===== src/rtl/dma_pkg.sv =====
package dma_pkg;
   typedef enum logic [1:0] {
      ST_IDLE  = 2'd0,
      ST_DUMMY = 2'd1,
      ST_RD    = 2'd2,
      ST_WR    = 2'd3
   } dma_state_t;
endpackage


===== src/rtl/dma_seq.sv =====
module dma_seq
   import dma_pkg::*;
#(
   parameter int IDX_W        = 8,
   parameter int DUMMY_CYCLES = 1
) (
   input  logic             clk,
   input  logic             rst,
   input  logic             trig_we,
   output logic             start,
   output logic             busy,
   output logic             rd_phase,
   output logic             wr_phase,
   output logic [IDX_W-1:0] idx,
   output logic             done
);
   localparam int TOTAL_CYC = DUMMY_CYCLES + 2 * (2 ** IDX_W);
   localparam int CHK_W     = $clog2(TOTAL_CYC + 2);
   localparam int DCW       = (DUMMY_CYCLES > 1) ? $clog2(DUMMY_CYCLES) : 1;

   dma_state_t       state_q;
   dma_state_t       entry_st;
   logic [IDX_W-1:0] idx_q;
   logic             done_q;
   logic             dummy_last;

   generate
      if (DUMMY_CYCLES < 0) begin : g_bad_dummy
         $error("DUMMY_CYCLES must not be negative");
      end
      if (DUMMY_CYCLES == 0) begin : g_no_dummy
         assign entry_st   = ST_RD;
         assign dummy_last = 1'b1;
      end else begin : g_dummy
         logic [DCW-1:0] dcnt_q;
         always_ff @(posedge clk) begin
            if (rst || state_q != ST_DUMMY) dcnt_q <= '0;
            else                            dcnt_q <= dcnt_q + 1'b1;
         end
         assign entry_st   = ST_DUMMY;
         assign dummy_last = (dcnt_q == DCW'(DUMMY_CYCLES - 1));
      end
   endgenerate

   assign start = trig_we && (state_q == ST_IDLE);

   always_ff @(posedge clk) begin
      if (rst) begin
         state_q <= ST_IDLE;
         idx_q   <= '0;
         done_q  <= 1'b0;
      end else begin
         done_q <= 1'b0;
         case (state_q)
            ST_IDLE: begin
               idx_q <= '0;
               if (trig_we) state_q <= entry_st;
            end
            ST_DUMMY: if (dummy_last) state_q <= ST_RD;
            ST_RD:    state_q <= ST_WR;
            ST_WR: begin
               if (idx_q == '1) begin
                  state_q <= ST_IDLE;
                  done_q  <= 1'b1;
               end else begin
                  idx_q   <= idx_q + 1'b1;
                  state_q <= ST_RD;
               end
            end
            default: state_q <= ST_IDLE;
         endcase
      end
   end

   assign busy     = (state_q != ST_IDLE);
   assign rd_phase = (state_q == ST_RD);
   assign wr_phase = (state_q == ST_WR);
   assign idx      = idx_q;
   assign done     = done_q;

   // Stall-length checker: busy cycles of one copy never exceed TOTAL_CYC
   logic [CHK_W-1:0] chk_cnt_q;
   always_ff @(posedge clk) begin
      if (rst || !busy) chk_cnt_q <= '0;
      else              chk_cnt_q <= chk_cnt_q + 1'b1;
   end

   a_r3_stall_bounded: assert property (@(posedge clk) disable iff (rst)
      busy |-> (chk_cnt_q < CHK_W'(TOTAL_CYC)));

   a_r3_done_at_full_length: assert property (@(posedge clk) disable iff (rst)
      (busy && chk_cnt_q == CHK_W'(TOTAL_CYC - 1)) |=> (!busy && done));
endmodule


===== src/rtl/dma_src_addr.sv =====
module dma_src_addr #(
   parameter int PAGE_W = 8,
   parameter int IDX_W  = 8
) (
   input  logic                    clk,
   input  logic                    rst,
   input  logic                    start,
   input  logic                    busy,
   input  logic                    trig_we,
   input  logic [PAGE_W-1:0]       trig_page,
   input  logic [IDX_W-1:0]        idx,
   output logic [PAGE_W+IDX_W-1:0] mem_addr
);
   logic [PAGE_W-1:0] page_q;

   always_ff @(posedge clk) begin
      if (rst)        page_q <= '0;
      else if (start) page_q <= trig_page;
   end

   assign mem_addr = {page_q, idx};

   a_r8_page_held: assert property (@(posedge clk) disable iff (rst)
      (busy && trig_we) |=> $stable(page_q));
endmodule


===== src/rtl/dma_dst_port.sv =====
module dma_dst_port #(
   parameter int IDX_W  = 8,
   parameter int DATA_W = 8
) (
   input  logic              clk,
   input  logic              rst,
   input  logic              busy,
   input  logic              rd_phase,
   input  logic              wr_phase,
   input  logic              ptr_we,
   input  logic [IDX_W-1:0]  ptr_wdata,
   input  logic [DATA_W-1:0] mem_rdata,
   output logic [IDX_W-1:0]  spr_addr,
   output logic [DATA_W-1:0] spr_wdata,
   output logic              spr_we
);
   logic [IDX_W-1:0]  ptr_q;
   logic [DATA_W-1:0] data_q;

   always_ff @(posedge clk) begin
      if (rst)                   ptr_q <= '0;
      else if (wr_phase)         ptr_q <= ptr_q + 1'b1;
      else if (ptr_we && !busy)  ptr_q <= ptr_wdata;
   end

   always_ff @(posedge clk) begin
      if (rst)           data_q <= '0;
      else if (rd_phase) data_q <= mem_rdata;
   end

   assign spr_addr  = ptr_q;
   assign spr_wdata = data_q;
   assign spr_we    = wr_phase;

   a_r6_ptr_steps: assert property (@(posedge clk) disable iff (rst)
      spr_we |=> (spr_addr == $past(spr_addr) + 1'b1));

   a_r9_load_blocked: assert property (@(posedge clk) disable iff (rst)
      (busy && !spr_we) |=> $stable(spr_addr));
endmodule


===== src/rtl/page_copy_dma.sv =====
module page_copy_dma #(
   parameter int PAGE_W       = 8,
   parameter int PAGE_BYTES   = 256,
   parameter int DATA_W       = 8,
   parameter int DUMMY_CYCLES = 1
) (
   input  logic                      clk,
   input  logic                      rst,
   input  logic                      trig_we,
   input  logic [PAGE_W-1:0]         trig_page,
   input  logic                      ptr_we,
   input  logic [$clog2(PAGE_BYTES)-1:0] ptr_wdata,
   output logic [PAGE_W+$clog2(PAGE_BYTES)-1:0] mem_addr,
   output logic                      mem_rd,
   input  logic [DATA_W-1:0]         mem_rdata,
   output logic [$clog2(PAGE_BYTES)-1:0] spr_addr,
   output logic [DATA_W-1:0]         spr_wdata,
   output logic                      spr_we,
   output logic                      halt,
   output logic                      done
);
   localparam int IDX_W  = $clog2(PAGE_BYTES);

   generate
      if (PAGE_BYTES < 2 || PAGE_BYTES != (2 ** IDX_W)) begin : g_bad_page
         $error("PAGE_BYTES must be a power of two of at least 2");
      end
      if (PAGE_W < 1 || DATA_W < 1) begin : g_bad_width
         $error("PAGE_W and DATA_W must be at least 1");
      end
   endgenerate

   logic             start;
   logic             busy;
   logic             rd_phase;
   logic             wr_phase;
   logic [IDX_W-1:0] idx;

   dma_seq #(
      .IDX_W       (IDX_W),
      .DUMMY_CYCLES(DUMMY_CYCLES)
   ) u_seq (
      .clk     (clk),
      .rst     (rst),
      .trig_we (trig_we),
      .start   (start),
      .busy    (busy),
      .rd_phase(rd_phase),
      .wr_phase(wr_phase),
      .idx     (idx),
      .done    (done)
   );

   dma_src_addr #(
      .PAGE_W(PAGE_W),
      .IDX_W (IDX_W)
   ) u_src (
      .clk      (clk),
      .rst      (rst),
      .start    (start),
      .busy     (busy),
      .trig_we  (trig_we),
      .trig_page(trig_page),
      .idx      (idx),
      .mem_addr (mem_addr)
   );

   dma_dst_port #(
      .IDX_W (IDX_W),
      .DATA_W(DATA_W)
   ) u_dst (
      .clk      (clk),
      .rst      (rst),
      .busy     (busy),
      .rd_phase (rd_phase),
      .wr_phase (wr_phase),
      .ptr_we   (ptr_we),
      .ptr_wdata(ptr_wdata),
      .mem_rdata(mem_rdata),
      .spr_addr (spr_addr),
      .spr_wdata(spr_wdata),
      .spr_we   (spr_we)
   );

   assign mem_rd = rd_phase;
   assign halt   = busy;

   a_r2_trigger_halts: assert property (@(posedge clk) disable iff (rst)
      (!halt && trig_we) |=> (halt && !mem_rd && !spr_we));

   a_r4_read_then_write: assert property (@(posedge clk) disable iff (rst)
      mem_rd |=> spr_we);

   a_r4_write_data: assert property (@(posedge clk) disable iff (rst)
      mem_rd |=> (spr_wdata == $past(mem_rdata)));

   a_r5_no_overlap: assert property (@(posedge clk) disable iff (rst)
      !(mem_rd && spr_we) && (halt || (!mem_rd && !spr_we)));

   a_r7_done_on_release: assert property (@(posedge clk) disable iff (rst)
      done |-> (!halt && $past(halt)));

   a_r7_done_single: assert property (@(posedge clk) disable iff (rst)
      done |=> !done);
endmodule


===== config.mk =====
export PLATFORM = sky130hd
export DESIGN_NAME = page_copy_dma
export DESIGN_NICKNAME = d
export VERILOG_FILES = /design/src/rtl/dma_pkg.sv /design/src/rtl/dma_seq.sv /design/src/rtl/dma_src_addr.sv /design/src/rtl/dma_dst_port.sv /design/src/rtl/page_copy_dma.sv
export SDC_FILE = /design/constraint.sdc
export NUM_CORES = 1
export LEC_CHECK = 0
export ABC_AREA = 1
export ABC_CLOCK_PERIOD_IN_PS = 1500
export BUFFER_PORTS_ARGS = -buffer_cell sky130_fd_sc_hd__clkbuf_2
export CORE_AREA = 2 2 62 64
export CTS_BUF_LIST = sky130_fd_sc_hd__clkbuf_8 sky130_fd_sc_hd__clkbuf_16
export CTS_CLUSTER_DIAMETER = 60
export CTS_CLUSTER_SIZE = 10
export DETAILED_ROUTE_END_ITERATION = 8
export DIE_AREA = 0 0 64 66
export PLACE_DENSITY = 0.79
export REMOVE_ABC_BUFFERS = 1
export SKIP_LAST_GASP = 1
export SLEW_MARGIN = 20
export SYNTH_ARGS = -nofsm -noshare
export SYNTH_HDL_FRONTEND = slang
export SYNTH_SLANG_ARGS = --single-unit

===== constraint.sdc =====
create_clock -name clk -period 1.5 [get_ports clk]
set_input_delay 0.15 -clock clk [delete_from_list [all_inputs] [get_ports clk]]
set_output_delay 0.15 -clock clk [all_outputs]
set_load 0.1 [all_outputs]

* Word-level counts from Yosys, hierarchy flattened
Index checks and enable logic that the tools add are counted.
** Storage, ports and cells
- Register bits after elaboration :: 36
- Latch bits :: 0
- Memory bits (writable) :: 0
- Memory bits (read-only) :: 0
- Input port bits :: 28
- Output and inout port bits :: 36
- Memories kept :: 0
** Operators by class
- Add/subtract/negate cells :: 3
- Multiply operators :: 0
- Divide/modulo/power cells :: 0
- $lt $le $gt $ge :: 0
- Eq/ne operators :: 8
- Shift-type cells :: 0
- Mux-type cells :: 9
- Bitwise logic cells :: 1
- Reductions and logical operators :: 11
** Operators with widths (number)
- 8-bit 2-to-1 mux :: 3
- 8-bit by 1-bit adder with 8-bit output (second input constant) :: 2
- 8-bit one-hot mux with 2 select lines :: 1
- 8-bit equality test (second input constant) :: 1
- 2-bit one-hot mux with 4 select lines :: 1
- 2-bit 2-to-1 mux :: 3
- 2-bit != test (second input constant) :: 3
- 2-bit nonzero test :: 3
- 2-bit equality test (second input constant) :: 2
- 2-bit AND reduction :: 2
- 2-bit by 1-bit equality test with 1-bit output (second input constant) :: 1
- 1-bit logical AND :: 2
- 2-bit logical NOT :: 1
- 2-bit by 1-bit != test with 1-bit output (second input constant) :: 1
- 2-bit OR reduction :: 1
- 1-bit adder (second input constant) :: 1
- 1-bit logical NOT :: 1
- 1-bit logical OR :: 1
- 1-bit 2-to-1 mux :: 1
- 1-bit inverter :: 1

* Depth between registers and ports, before layout
- Depth after elaboration :: 5
- Gate-level depth with buffers :: 10
- Depth with buffers taken out :: 10

* Modules after synthesis
From an unflattened synthesis, not the netlist that was laid out.
** Unflattened totals
- Cells, all modules :: 272
- Area, all modules :: 1856.8 µm²
** By module, submodules not included
- dma_dst_port :: times used 1, cells each 117, area each 807.0 µm², sequential area each 320.3 µm²
- dma_seq :: times used 1, cells each 96, area each 648.1 µm², sequential area each 240.2 µm²
- dma_src_addr :: times used 1, cells each 59, area each 401.6 µm², sequential area each 160.2 µm²

* Worst setup path before layout
OpenSTA, ideal clock, no wires.
- Path kind :: register -> register
- Start point :: reg u_seq.idx_q[0] (netlist: u_seq.idx[0])
- End point :: reg u_seq.idx_q[7] (netlist: u_seq.idx[7])
- Setup time :: 0.070 ns
- Arrival time :: 2.020 ns
- Data required time :: 1.430 ns
- Slack :: -0.591 ns
- Cell stages (with the launch flop) :: 8
- Buffers on the path :: 0
- Clock period less this slack :: 2.091 ns
- Path through :: dfxtp_1 > ha_1 > nand2_1 > nor2_2 > nand3_1 > nand2_2 > nand2_1 > a21oi_1
** On the way
- Word-level cells in the longest chain between the ends :: 3
- Elaborated cells on any way between the ends :: 6
- Those cells by class :: 1 x add/sub; 2 x eq/ne; 2 x mux; 1 x reduce/logical
** RTL lines
- start: declaration :: line dma_seq.sv:23 : logic [IDX_W-1:0] idx_q;
- start signal: assignment :: line dma_seq.sv:66 : idx_q <= idx_q + 1'b1;
- 8-bit by 1-bit adder with 8-bit output or 8-bit equality test (tied branches) :: line dma_seq.sv:66, dma_seq.sv:62
- 8-bit 2-to-1 mux or 2-bit != test (tied branches)
- 8-bit one-hot mux with 2 select lines or 2-bit AND reduction (tied branches)
Parallel ways exist; a longest one is shown, timed or not. The select of a mux whose other input is x is not followed.
A chain may end at the register's enable or synchronous reset.

* Worst setup path in the final report
- Start point :: reg u_seq.state_q[0]
- End point :: out spr_we
** On the way
- Word-level cells in the longest chain between the ends :: 1
** RTL lines
- start: declaration :: line dma_seq.sv:21 : dma_state_t state_q;
- start signal: assignment :: line dma_seq.sv:57 : if (trig_we) state_q <= entry_st;
- 2-bit equality test :: line dma_seq.sv:77 : assign wr_phase = (state_q == ST_WR);
- end: declaration :: line page_copy_dma.sv:18 : output logic spr_we,
Every way passes these cells.

==> out/qor.csv <==
stage,metric,value,unit
outcome,status,completed,
clock_network,clockBufferDepth,2,
job,maxCapViolCount,0,
clock_network,post_cts_buffers,0,
critical_path,arrival,1.28,ns
logic_synthesis,synth_edf_count,0,
placement,placed_area,2050,um^2
logic_synthesis,yosys_warnings,0,
critical_path,cpMaxStageDelayCell,dfxtp_4,
placement,gp_congestion,0.863,
layout,seqCellArea,726,um^2
logic_synthesis,yosysMostFrequentCell,nor2_1,
layout,syn_to_final_growth,34.0,%
drt,route.detailed.drc,0,
logic_synthesis,ys_seq_area_frac,0.444,
clock_network,worstSkewPairLatency,0.29,ns
timing,tns,0,ns
logic_synthesis,ys_top_cells_by_count,"52 x nor2_1, 46 x nand2_1, 36 x dfxtp_1, 26 x o21ai_0, 20 x inv_1",
timing,grt_setup_unrepaired,false,
timing,setup_violations,0,
drt,vias_per_cell,4.87,
critical_path,r2r-end,u_seq.idx[3],
logic_synthesis,ys_ff_latch,36,
logic_synthesis,syn_area,1620,um^2
logic_synthesis,synthArstFlopShare,0,
drt,wl,3.83,mm
logic_synthesis,yosys_most_used_dff,dfxtp_1,
worst_hold_path,hp-class,in -> reg,
critical_path,max_stage_delay,0.39,ns
logic_synthesis,synthTopCellsByArea,"dfxtp_1 44%, nor2_1 12%, nand2_1 11%",
floorplan,core,3550,um^2
grt,track_usage,0.190,
logic_synthesis,syn_inst,236,
critical_path,startpoint_type,flip-flop,
grt,grt_antenna_before_repair,0,
layout,antenna_cells,0,
grt,grt_max_degree,21,
critical_path,ff2ff_setup_slack,0.16,ns
timing,hold_viol,0,
layout,finalNetCount,337,
timing,fin_ws,0.0745,ns
placement,io_buffer_count,63,
critical_path,critPathMaxFanout,10,
timing,maxSlewHeadroom,0.630,
timing,min_period_over_period,0.950,
power,p_leak,1.02,nW
drt,dr.pass1.iters,4,
grt,grt.overflow.total,0,
logic_synthesis,synth_top_area_frac,0.444,
drt,drt-initial-drc-count,108,
critical_path,r2r_start,u_seq.idx[0],
floorplan,io_pins,64,
drt,postRouteAntennaNets,0,
timing,period_needed,1.43,ns
critical_path,setup.worst_path.class,reg -> out,
clock_network,numCtsBuffers,5,
drt,wire_per_inst,10.8,um
floorplan,die_area,4220,um^2
clock_network,cts_htree_levels,2,
logic_synthesis,synth.avg_cell_area,6.87,um^2
timing,clock_skew,0.00202,ns
worst_hold_path,min_to,u_dst.spr_wdata[6],
placement,dp_slack,0.153,ns
grt,grt_pass1_wl,6.23,mm
critical_path,cp_cell_sequence,nand2_2 -> inv_2 -> buf_4 -> buf_12,
drt,dr_total_vias,1733,
floorplan,die_w,64,um
worst_hold_path,min_from,mem_rdata[6],
power,p_per_area,1280,nW/um^2
layout,fillers,325,
floorplan,core.rowCount,22,
placement,dp_hpwl,2.86,mm
clock_network,cts_num_sinks,36,
floorplan,die_h,66,um
layout,stdcell_area,2170,um^2
layout,utilization,0.612,
clock_network,clk_pin_slew,0.07,ns
critical_path,worst_ep_required_time,1.35,ns
layout,multiInputGateArea,792,um^2
clock_network,clock-root-buffer,clkbuf_8,
critical_path,reg2reg_depth,7,
timing,drv_slew,0,
clock_network,cts_tree,done,
logic_synthesis,synth_cell_types,22,
power,irDropWorstVdd,0.000536,V
worst_hold_path,worstHoldPathCells,3,
floorplan,start_util,0.457,
layout,drive_gt1_frac,0.286,
critical_path,crit_path_end_kind,primary output,
timing,max_freq,702,MHz
timing,worst_slew_pin_slew,0.558,ns
grt,grt_pass1_vias,1421,
logic_synthesis,synth_area_leader_cell,dfxtp_1,
==> repair_timing <==
item                                    CTS  global route
gates resized for setup                   2             3
endpoints found under the setup margin    1             2
hold buffers                              0             0
==> metal layers <==
metal,global-route usage,wire length (um),up-vias
met5,0,0,-
met4,0.0652,62,0
met2,0.318,1820,52
met3,0.0579,199,7
li1,-,-,901
met1,0.230,1750,773
==> registers in the layout, indices dropped and copies added (netlist names) <==
register and flops:
u_seq.g_dummy.dcnt_q 1, u_seq.idx 8, u_src.page_q 8, u_seq.done 1, u_dst.spr_addr 8, u_dst.spr_wdata 8
u_seq.state_q 2
==> per-stage QoR <==
stage	power (mW)	instances	hold slack [ns]
after global placement	1.95	348	0.374
final	2.78	356	0.0850
after detailed placement	1.96	348	0.381
after floorplan	1.77	231	0.219
after CTS	2.79	356	0.0793
after global routing	2.89	356	0.0907
==> worst max-delay path by stage <==
stage	from	endpoint	slack, ns	depth (start not counted)
floorplan	u_seq.idx[0]	u_seq.idx[0]	-0.60	8
CTS	u_seq.state_q[1]	mem_rd	-0.01	3
global placement	u_seq.state_q[0]	u_dst.spr_addr[3]	0.19	6
finish	u_seq.state_q[0]	spr_we	0.07	4
detailed placement	u_seq.state_q[0]	u_dst.spr_addr[6]	0.15	7
global route	u_seq.state_q[1]	spr_we	0.001	4
==> worst max-delay path, delay by kind of cell, from the launching register on <==
kind / cells / cell delay, ns
DFF: 1 / 0.39
and+or+nand+nor: 1 / 0.11
buffers and inverters: 3 / 0.48
==> report_power, final <==
part	switching (mW)	leakage [nW]	internal, mW	total, mW
registers	0.0560	0.296	1.03	1.08
logic	0.695	0.667	0.167	0.862
clock network	0.345	0.0593	0.486	0.831
total	1.10	1.02	1.68	2.78
==> cells by family after synthesis <==
family,synth area share
flip-flops,0.444
adder cells (fa/ha/maj),0.0154
buffers and inverters,0.0718
AO/OA/AOI/OAI,0.150
AND/OR/NAND/NOR,0.318
==> cells in the final DEF (no fill, tap or decap) <==
cell       count
a31oi_1        2
nor4_1         1
nand3_1       16
nor2_2         2
dfxtp_4        1
a21oi_1       16
inv_2          2
a211oi_1       1
nand4_1        1
clkbuf_2      60
buf_12         3
ha_1           2
o21ai_1        1
dfxtp_1       34
dfxtp_2        1
bufinv_16      1
nor2_1        52
nand2_4        1
nor2_4         1
o221ai_1       1
nand2_1       45
clkinv_2       1
inv_1         21
clkbuf_8       5
or2_2          1
buf_4          6
o21ai_0       26
or2_0          1
nand2_2        3
==> area by class of cell <==
class	count	area share
Clock buffer	5	0.0317
Clock inverter	3	0.0178
Inverter	22	0.0380
Multi-Input combinational cell	173	0.364
Sequential cell	36	0.334
Tap cell	48	0.0276
Timing Repair Buffer	69	0.187
Power figures use the tool's default switching activity.
